[src/rtl/sdram_trk_pkg.sv]
package sdram_trk_pkg;

  typedef enum logic [3:0] {
    CMD_INHIBIT = 4'd0,
    CMD_NOP     = 4'd1,
    CMD_ACTIVE  = 4'd2,
    CMD_READ    = 4'd3,
    CMD_WRITE   = 4'd4,
    CMD_BSTOP   = 4'd5,
    CMD_PRECH   = 4'd6,
    CMD_AREF    = 4'd7,
    CMD_SREF    = 4'd8,
    CMD_LMODE   = 4'd9
  } cmd_e;

  // strobes from control to the bank datapath, already gated by legality
  typedef struct packed {
    logic actEn;
    logic rdwrEn;
    logic apReq;
    logic preEn;
    logic preAll;
    logic lmrEn;
  } trk_strobe_t;

endpackage

[src/rtl/sdram_trk_ctrl.sv]
module sdram_trk_ctrl
  import sdram_trk_pkg::*;
#(
  parameter int BANK_W = 2,
  parameter int TMRD   = 2,
  parameter int AP_BIT = 10,
  parameter int ADDR_W = 12,
  localparam int NUM_BANKS = 1 << BANK_W,
  localparam int MRD_W = $clog2(TMRD + 1)
) (
  input  logic                 clk,
  input  logic                 rst_n,
  input  logic                 csN,
  input  logic                 rasN,
  input  logic                 casN,
  input  logic                 weN,
  input  logic                 cke,
  input  logic [BANK_W-1:0]    bankSel,
  input  logic [ADDR_W-1:0]    addr,
  input  logic [NUM_BANKS-1:0] bankActive,
  output trk_strobe_t          strobe,
  output logic [3:0]           cmdCode,
  output logic                 errPulse
);

  cmd_e cmdNow;
  logic [MRD_W-1:0] mrdCnt;
  logic execCmd, mrdBusy, tgtActive, anyActive, errNow;

  always_comb begin
    unique casez ({csN, rasN, casN, weN})
      4'b1???: cmdNow = CMD_INHIBIT;
      4'b0111: cmdNow = CMD_NOP;
      4'b0011: cmdNow = CMD_ACTIVE;
      4'b0101: cmdNow = CMD_READ;
      4'b0100: cmdNow = CMD_WRITE;
      4'b0110: cmdNow = CMD_BSTOP;
      4'b0010: cmdNow = CMD_PRECH;
      4'b0001: cmdNow = cke ? CMD_AREF : CMD_SREF;
      default: cmdNow = CMD_LMODE;
    endcase
  end

  assign execCmd   = (cmdNow != CMD_INHIBIT) && (cmdNow != CMD_NOP);
  assign mrdBusy   = (mrdCnt != '0);
  assign tgtActive = bankActive[bankSel];
  assign anyActive = |bankActive;

  always_comb begin
    errNow = 1'b0;
    if (execCmd && mrdBusy) errNow = 1'b1;
    unique case (cmdNow)
      CMD_ACTIVE:                 if (tgtActive)  errNow = 1'b1;
      CMD_READ, CMD_WRITE:        if (!tgtActive) errNow = 1'b1;
      CMD_AREF, CMD_SREF, CMD_LMODE: if (anyActive) errNow = 1'b1;
      default: ;
    endcase
  end

  always_comb begin
    strobe        = '0;
    strobe.actEn  = (cmdNow == CMD_ACTIVE) && !errNow;
    strobe.rdwrEn = ((cmdNow == CMD_READ) || (cmdNow == CMD_WRITE)) && !errNow;
    strobe.apReq  = addr[AP_BIT];
    strobe.preEn  = (cmdNow == CMD_PRECH) && !errNow;
    strobe.preAll = addr[AP_BIT];
    strobe.lmrEn  = (cmdNow == CMD_LMODE) && !errNow;
  end

  always_ff @(posedge clk or negedge rst_n) begin
    if (!rst_n) begin
      cmdCode  <= CMD_INHIBIT;
      errPulse <= 1'b0;
      mrdCnt   <= '0;
    end else begin
      cmdCode  <= cmdNow;
      errPulse <= errNow;
      if (strobe.lmrEn)  mrdCnt <= MRD_W'(TMRD - 1);
      else if (mrdBusy)  mrdCnt <= mrdCnt - 1'b1;
    end
  end

endmodule

[src/rtl/sdram_trk_bank_dp.sv]
module sdram_trk_bank_dp
  import sdram_trk_pkg::*;
#(
  parameter int BANK_W    = 2,
  parameter int ROW_W     = 12,
  parameter int COL_W     = 9,
  parameter int BURST_LEN = 4,
  localparam int NUM_BANKS = 1 << BANK_W,
  localparam int BL_W = $clog2(BURST_LEN + 1)
) (
  input  logic                       clk,
  input  logic                       rst_n,
  input  trk_strobe_t                strobe,
  input  logic [BANK_W-1:0]          bankSel,
  input  logic [ROW_W-1:0]           addr,
  output logic [BANK_W-1:0]          cmdBank,
  output logic [ROW_W-1:0]           cmdRow,
  output logic [COL_W-1:0]           cmdCol,
  output logic                       autoPre,
  output logic [NUM_BANKS-1:0]       bankActive,
  output logic [NUM_BANKS*ROW_W-1:0] openRows,
  output logic [ROW_W-1:0]           modeReg
);

  for (genvar b = 0; b < NUM_BANKS; b++) begin : g_bank
    logic            hit, apPend, apFire;
    logic [BL_W-1:0] apCnt;

    assign hit    = (bankSel == BANK_W'(b));
    assign apFire = apPend && (apCnt == BL_W'(1));

    always_ff @(posedge clk or negedge rst_n) begin
      if (!rst_n) begin
        bankActive[b]             <= 1'b0;
        openRows[b*ROW_W +: ROW_W] <= '0;
        apPend                    <= 1'b0;
        apCnt                     <= '0;
      end else if (strobe.actEn && hit) begin
        bankActive[b]             <= 1'b1;
        openRows[b*ROW_W +: ROW_W] <= addr;
        apPend                    <= 1'b0;
      end else if ((strobe.preEn && (strobe.preAll || hit)) || apFire) begin
        bankActive[b] <= 1'b0;
        apPend        <= 1'b0;
      end else if (strobe.rdwrEn && strobe.apReq && hit) begin
        apPend <= 1'b1;
        apCnt  <= BL_W'(BURST_LEN);
      end else if (apPend) begin
        apCnt <= apCnt - 1'b1;
      end
    end
  end

  always_ff @(posedge clk or negedge rst_n) begin
    if (!rst_n) begin
      cmdBank <= '0;
      cmdRow  <= '0;
      cmdCol  <= '0;
      autoPre <= 1'b0;
      modeReg <= '0;
    end else begin
      cmdBank <= bankSel;
      cmdRow  <= addr;
      cmdCol  <= addr[COL_W-1:0];
      autoPre <= strobe.rdwrEn && strobe.apReq;
      if (strobe.lmrEn) modeReg <= addr;
    end
  end

endmodule

[src/rtl/sdram_cmd_tracker.sv]
module sdram_cmd_tracker
  import sdram_trk_pkg::*;
#(
  parameter int BANK_W    = 2,
  parameter int ROW_W     = 12,
  parameter int COL_W     = 9,
  parameter int TMRD      = 2,
  parameter int BURST_LEN = 4,
  parameter int AP_BIT    = 10,
  localparam int NUM_BANKS = 1 << BANK_W
) (
  input  logic                       clk,
  input  logic                       rst_n,
  input  logic                       csN,
  input  logic                       rasN,
  input  logic                       casN,
  input  logic                       weN,
  input  logic                       cke,
  input  logic [BANK_W-1:0]          bankSel,
  input  logic [ROW_W-1:0]           addr,
  output logic [3:0]                 cmdCode,
  output logic                       errPulse,
  output logic [BANK_W-1:0]          cmdBank,
  output logic [ROW_W-1:0]           cmdRow,
  output logic [COL_W-1:0]           cmdCol,
  output logic                       autoPre,
  output logic [NUM_BANKS-1:0]       bankActive,
  output logic [NUM_BANKS*ROW_W-1:0] openRows,
  output logic [ROW_W-1:0]           modeReg
);

  trk_strobe_t strobe;

  sdram_trk_ctrl #(
    .BANK_W(BANK_W), .TMRD(TMRD), .AP_BIT(AP_BIT), .ADDR_W(ROW_W)
  ) u_ctrl (
    .clk(clk), .rst_n(rst_n), .csN(csN), .rasN(rasN), .casN(casN),
    .weN(weN), .cke(cke), .bankSel(bankSel), .addr(addr),
    .bankActive(bankActive), .strobe(strobe), .cmdCode(cmdCode),
    .errPulse(errPulse)
  );

  sdram_trk_bank_dp #(
    .BANK_W(BANK_W), .ROW_W(ROW_W), .COL_W(COL_W), .BURST_LEN(BURST_LEN)
  ) u_dp (
    .clk(clk), .rst_n(rst_n), .strobe(strobe), .bankSel(bankSel),
    .addr(addr), .cmdBank(cmdBank), .cmdRow(cmdRow), .cmdCol(cmdCol),
    .autoPre(autoPre), .bankActive(bankActive), .openRows(openRows),
    .modeReg(modeReg)
  );

endmodule

[config.mk]
export PLATFORM = sky130hd
export DESIGN_NAME = sdram_cmd_tracker
export DESIGN_NICKNAME = d
export VERILOG_FILES = /design/src/rtl/sdram_trk_pkg.sv /design/src/rtl/sdram_trk_ctrl.sv /design/src/rtl/sdram_trk_bank_dp.sv /design/src/rtl/sdram_cmd_tracker.sv
export SDC_FILE = /design/constraint.sdc
export NUM_CORES = 1
export LEC_CHECK = 0
export ABC_AREA = 1
export BUFFER_PORTS_ARGS = -buffer_cell sky130_fd_sc_hd__buf_2
export CORE_ASPECT_RATIO = 0.7
export CORE_MARGIN = 1.5
export CORE_UTILIZATION = 57
export DETAILED_ROUTE_END_ITERATION = 6
export PLACE_DENSITY = 0.85
export SYNTH_ARGS = -nofsm -noshare
export SYNTH_HDL_FRONTEND = slang
export SYNTH_SLANG_ARGS = --single-unit
[constraint.sdc]
create_clock -name clk -period 5.19 [get_ports clk]
set_input_delay 1.038 -clock clk [delete_from_list [all_inputs] [get_ports clk]]
set_output_delay 1.038 -clock clk [all_outputs]
set_load 0.02 [all_outputs]
[Word level (Yosys, flattened, before mapping)]
Cells that the tools add are included.
Storage, ports and cells
  bits in registers: 111
  bits of input ports: 21
  output and inout port bits: 93
  logic and storage cells: 155
Cells by class
  $add $sub $neg: 5
  magnitude comparators: 1
  equality and inequality tests: 22
  mux-type cells: 39
  bitwise operators: 8
  reduce and logical (&&, ||, !) cells: 56
Operators with widths (count)
  one-hot mux 4 bit (8 select lines): 1
  equality test 4 x 3 -> 1 bit (second input constant): 7
  two-way mux 1 bit: 25
  two-way mux 3 bit: 8
  logical AND 1 bit: 23
  nonzero test 2 bit: 10
  equality test 4 x 2 -> 1 bit (second input constant): 4
  equality test 3 x 1 -> 1 bit (second input constant): 4
  AND reduction 3 bit: 4
  nonzero test 3 bit: 4
  subtractor 3 x 1 -> 3 bit (second input constant): 4
  logical OR 1 bit: 9
  equality test 4 bit (second input constant): 2
  NOT 1 bit: 8
  equality test 2 bit (second input constant): 2
  equality test 4 x 1 -> 1 bit (second input constant): 1
  two-way mux 2 bit: 2
  two-way mux 4 bit: 1
  inequality test 4 x 1 -> 1 bit (second input constant): 1
  nonzero test 4 bit: 1
  OR reduction 4 bit: 1
  less-than comparator 2 x 3 -> 1 bit (second input constant): 1
  one-hot mux 1 bit (3 select lines): 1
  OR reduction 3 bit: 1
  other kinds (6): 6

[Longest topological paths before layout]
  word-level depth: 15
  depth in mapped cells: 14
  gate-level depth less buffers: 14

[Hierarchy]
From an unflattened synthesis, not the netlist that was laid out.
Second synthesis, totals
  cells, all modules: 459
  area total of the unflattened synthesis: 4270.3 um^2
By module, submodules not included
  sdram_trk_bank_dp: instances 1, cells each 394, area an instance 3794.9 um^2, sequential area each 2377.3 um^2
  sdram_trk_ctrl: instances 1, cells each 65, area an instance 475.5 um^2, sequential area each 175.2 um^2

[Worst setup path after synthesis]
Ideal clock, no wire load.
  kind: input -> register
  from: input csN
  to: register u_dp.g_bank[0].apCnt[2]
  setup time: 0.117 ns
  arrival time: 2.234 ns
  data required time: 5.073 ns
  path slack: 2.840 ns
  stages on the path: 12
  path buffers: 0
  cell sequence: nor2_4 inv_1 nor2_1 nand2_1 nand2_1 inv_2 nand3_4 nor2_4 nor2_2 nand2_1 nand2_1 nand2_1
On the way
  word-level cells in the longest chain between the ends: 14
  elaborated cells between the ends (all ways): 41
  classes of those cells: eq/ne (15); mux (7); bitwise (2); reduce/logical (17)
RTL lines
  start: declaration: line sdram_cmd_tracker.sv:14  | input logic csN,
  equality test 4 x 1 -> 1 bit (tied with other cells): line sdram_trk_ctrl.sv:31  | unique casez ({csN, rasN, casN, weN})
  one-hot mux 4 bit (8 select lines) *: line sdram_trk_ctrl.sv:31
  inequality test 4 x 1 -> 1 bit or nonzero test 4 bit (tied branches): line sdram_trk_ctrl.sv:44  | assign execCmd = (cmdNow != CMD_INHIBIT) && (cmdNow != CMD_NOP);
  logical AND 1 bit: line sdram_trk_ctrl.sv:44
  logical AND 1 bit: line sdram_trk_ctrl.sv:51  | if (execCmd && mrdBusy) errNow = 1'b1;
  two-way mux 1 bit: line sdram_trk_ctrl.sv:51
  two-way mux 1 bit, on equally long branches: line sdram_trk_ctrl.sv:55, sdram_trk_ctrl.sv:53, sdram_trk_ctrl.sv:54
  one-hot mux 1 bit (3 select lines): line sdram_trk_ctrl.sv:52  | unique case (cmdNow)
  zero test 1 bit: line sdram_trk_ctrl.sv:62, sdram_trk_ctrl.sv:63, sdram_trk_ctrl.sv:65
  logical AND 1 bit, on equally long branches: line sdram_trk_ctrl.sv:63, sdram_trk_ctrl.sv:65
  logical AND 1 bit, on equally long branches: line sdram_trk_bank_dp.sv:45, sdram_trk_bank_dp.sv:42
  logical AND 1 bit or logical OR 1 bit (tied branches): line sdram_trk_bank_dp.sv:45, sdram_trk_bank_dp.sv:42
  nonzero test 2 bit (no source line) or NOT 1 bit (tied branches)
  AND reduction 3 bit (no source line)
  end signal: assignment: line sdram_trk_bank_dp.sv:47  | apCnt <= BL_W'(BURST_LEN);
  end signal: assignment: line sdram_trk_bank_dp.sv:49  | apCnt <= apCnt - 1'b1;
  end: declaration: line sdram_trk_bank_dp.sv:27  | logic [BL_W-1:0] apCnt;
Mark *: on every way between the ends. The rest lies on a longest branch, timed or not.
A chain may end at the register's enable or synchronous reset.

[Final worst setup path]
  from: input csN
  to: register u_dp.openRows[24]
On the way
  word-level cells in the longest chain between the ends: 11
  elaborated cells between the ends (all ways): 28
  classes of those cells: eq/ne (14); mux (6); reduce/logical (8)
RTL lines
  equality test 4 x 1 -> 1 bit (tied with other cells): line sdram_trk_ctrl.sv:31
  one-hot mux 4 bit (8 select lines) *: line sdram_trk_ctrl.sv:31
  inequality test 4 x 1 -> 1 bit or nonzero test 4 bit (tied branches): line sdram_trk_ctrl.sv:44
  logical AND 1 bit: line sdram_trk_ctrl.sv:44
  logical AND 1 bit: line sdram_trk_ctrl.sv:51
  two-way mux 1 bit: line sdram_trk_ctrl.sv:51
  two-way mux 1 bit, on equally long branches: line sdram_trk_ctrl.sv:55, sdram_trk_ctrl.sv:53, sdram_trk_ctrl.sv:54
  one-hot mux 1 bit (3 select lines): line sdram_trk_ctrl.sv:52
  zero test 1 bit: line sdram_trk_ctrl.sv:62  | strobe.actEn = (cmdNow == CMD_ACTIVE) && !errNow;
  logical AND 1 bit *: line sdram_trk_ctrl.sv:62
  logical AND 1 bit *: line sdram_trk_bank_dp.sv:38  | end else if (strobe.actEn && hit) begin
  end signal: indexed assignment: line sdram_trk_bank_dp.sv:40  | openRows[b*ROW_W +: ROW_W] <= addr;
  end: declaration: line sdram_trk_bank_dp.sv:21  | output logic [NUM_BANKS*ROW_W-1:0] openRows,
Marked as above.

==> impl_metrics.py <==
metrics = {
    "worst_setup_path": {
        "crit_required_ns": 5.48,
        "worstRegToRegCells": 8,
        "cp-start-kind": "input pin",
        "end_kind": "flip-flop",
        "critPathKind": "input pin to flip-flop",
        "arrival_ns": 2.74,
        "slowest_delay_ns": 0.30,
        "path_common_cell": "nand2_1",
        "crit_chain": "buf_2 -> nor2_4 -> inv_1 -> nor2_1 -> nand2_1 -> nand2_1 -> inv_2 -> nand3_4 -> nor2_4 -> inv_2 -> nand2_1 -> o21ai_1",
        "slowest_stage": "inv_2",
        "cp_max_fo": 25,
    },
    "placement": {
        "dp_hpwl_um": 6900,
        "dp.cells": 649,
        "io_buffers": 113,
        "place_area_um2": 4890,
        "dp_slack_ns": 2.42,
        "globalplace.congestion": 0.875,
    },
    "die": {
        "fp.dieH_um": 76.2,
        "rows": 26,
        "die_width_um": 108,
        "core_um2": 7350,
        "dieArea_um2": 8200,
        "start_util_pct": 59.4,
        "ios": 114,
    },
    "drt": {
        "dr.pass1.iters": 5,
        "via_per_inst": 5.23,
        "ant_nets": 0,
        "wirelength_um": 9720,
        "avgRoutedWirePerCell_um": 14.6,
        "vias": 3475,
        "drt-initial-drc-count": 258,
        "drc": 0,
    },
    "power": {
        "powerDensity_nw_per_um2": 498,
        "vdd_drop_max_uv": 264,
        "power_leakage_nw": 2.88,
        "power_mw": 2.54,
    },
    "global_routing": {
        "grt_pass1_vias": 3218,
        "grt.overflow.total": 0,
        "grt_max_degree": 56,
        "track_usage_pct": 25.2,
        "grt_antenna_before_repair": 0,
        "grt_pass1_wl_um": 15900,
    },
    "sta": {
        "worst_slack_ns": 2.74,
        "fin_crit_ns": 2.45,
        "finalClockSkew_ns": 0.0119,
        "report.final.slew_viol_count": 0,
        "whs_ns": 0.483,
        "period_share_pct": 47.1,
        "fmax_mhz": 409,
        "worstMarginPinSlew_ns": 0.662,
        "rsz0062_at_grt": "no",
        "tns_ns": 0,
        "hold_viol": 0,
        "setup-violations-final": 0,
        "relSlewSlack_pct": 55.9,
    },
    "status": {
        "outcome": "finished, final reports clean",
    },
    "finish": {
        "synthToLayoutAreaGrowth_pct": 16.7,
        "final_area_um2": 5100,
        "drive_gt1_share_pct": 27.9,
        "layout.nets": 592,
        "fill_cells": 562,
        "final_util_pct": 69.3,
        "diodes": 0,
        "fin_cells": 665,
    },
    "clocking": {
        "cts_tree": "yes",
        "cts_sinks": 102,
        "clk-insertion-delay-late_ns": 0.37,
        "postCtsSetupBuffers": 0,
        "cts_buffers": 9,
        "h-tree-depth": 3,
        "cts.clk_slew.worst_paths_ns": 0.10,
        "cts_buffer_depth": 2,
        "ctsHoldBuffers": 0,
        "ctsRootBufferMaster": "clkbuf_8",
        "cts-resized-gates": 0,
    },
    "synthesis": {
        "syn_nets": 487,
        "yosys_warnings": 0,
        "syn_area_per_cell_um2": 9.56,
        "ys_seq_area_share_pct": 58.5,
        "synth_cell_types": 28,
        "synth_area_um2": 4370,
        "ys_ff_latch": 102,
        "syn_inst": 457,
    },
    "min_path": {
        "whs_path_depth": 2,
        "hp-class": "flip-flop to flip-flop",
    },
    "flow_run": {
        "max_cap_viol_count": 0,
    },
}
==> cells in the mapped netlist (all sizes together) <==
cell	n	area [µm²]
a21oi	1	16.3
and2	1	8.76
buf	19	168
clkbuf	1	3.75
dfrtp	102	2550
ha	9	113
inv	64	243
nand2	133	502
nand3	19	130
nand4	9	56.3
nor2	22	138
nor3	2	10.0
o211ai	1	7.51
o21ai	68	367
o221ai	1	8.76
xnor2	4	35.0
xor2	1	8.76
==> registers in the layout, summed over array words and instances (netlist names) <==
register / flops
u_dp.openRows: 48
u_dp.cmdRow: 12
u_dp.g_bank.apCnt: 12
u_dp.modeReg: 12
u_ctrl.cmdCode: 4
u_dp.bankActive: 4
u_dp.g_bank.apPend: 4
u_ctrl.mrdCnt: 2
u_dp.cmdBank: 2
u_ctrl.errPulse: 1
u_dp.autoPre: 1
==> placed cells by master (no fill, tap or decap) <==
cell	netlist	routed
nand3_2	2	2
nand3_1	15	15
xor2_1	1	1
nor2_4	6	6
buf_2	2	112
dfrtp_1	102	102
o21ai_0	8	8
buf_4	9	2
o211ai_1	1	1
inv_8	0	1
ha_1	9	9
nand3_4	2	2
inv_6	0	2
nor2_1	12	12
inv_2	4	4
bufinv_16	0	1
xnor2_1	4	4
o21ai_1	53	53
inv_4	1	1
nand2_1	132	132
clkbuf_1	1	1
o21ai_2	7	7
and2_4	1	1
nand2_2	1	1
clkbuf_8	0	9
o221ai_1	1	1
a21oi_4	1	1
inv_1	59	59
nor2_2	4	4
clkinv_4	0	2
nor3_1	2	2
nand4_1	9	9
==> worst max-delay path, delay by kind of cell <==
family	cells	cell delay [ns]
AND/OR/NAND/NOR	7	0.96
AO/OA/AOI/OAI	1	0.11
buffers and inverters	4	0.62
==> cell families (layout without fill, tap and decap cells) <==
kind of cell	count (synthesis)	after routing	synth area share (%)
adder cells (fa/ha/maj)	9	9	2.58
buffers and inverters	84	194	9.48
flip-flops	102	102	58.5
XOR/XNOR	5	5	1.00
AO/OA/AOI/OAI	71	71	9.14
AND/OR/NAND/NOR	186	186	19.3
==> layout make-up <==
| class | instances | area, µm² | share of cell area (%) |
|---|---|---|---|
| sequential | 102 | 2550 | 50.1 |
| timing repair buffer | 114 | 576 | 11.3 |
| tap | 98 | 123 | 2.41 |
| clock inverter | 6 | 76.3 | 1.50 |
| clock buffer | 10 | 128 | 2.50 |
| multi-input combinational | 271 | 1400 | 27.5 |
| inverter | 64 | 243 | 4.76 |
==> routing by layer <==
metal,routed length [µm],global-route usage (%),share of wire (%),up-vias
met5,0,0,0,-
met4,180,9.21,1.9,0
met3,528,5.13,5.4,20
met2,4640,39.3,48,123
met1,4370,35.2,45,1687
li1,-,-,-,1645
==> path summary, 6_finish.rpt <==
path,slack [ns],start,end
setup / recovery,2.74,csN,u_dp.openRows[24]$_DFFE_PN0P_
hold / removal,0.48,u_dp.g_bank[3].apCnt[1]$_DFFE_PN0P_,u_dp.g_bank[3].apCnt[1]$_DFFE_PN0P_
setup reg to reg,3.21,u_dp.bankActive[2]$_DFFE_PN0P_,u_dp.g_bank[0].apCnt[0]$_DFFE_PN0P_
hold reg to reg,0.48,u_dp.g_bank[3].apCnt[1]$_DFFE_PN0P_,u_dp.g_bank[3].apCnt[1]$_DFFE_PN0P_
max in group asynchronous,3.40,rst_n,u_dp.openRows[39]$_DFFE_PN0P_
min in group asynchronous,0.66,rst_n,u_dp.modeReg[5]$_DFFE_PN0P_
==> where the power goes <==
group          total, mW  switching [mW]  internal, mW
registers           1.13           0.128          1.00
logic              0.895           0.581         0.314
clock network      0.516           0.284         0.232
total               2.54           0.993          1.55
Power figures use the tool's default switching activity.
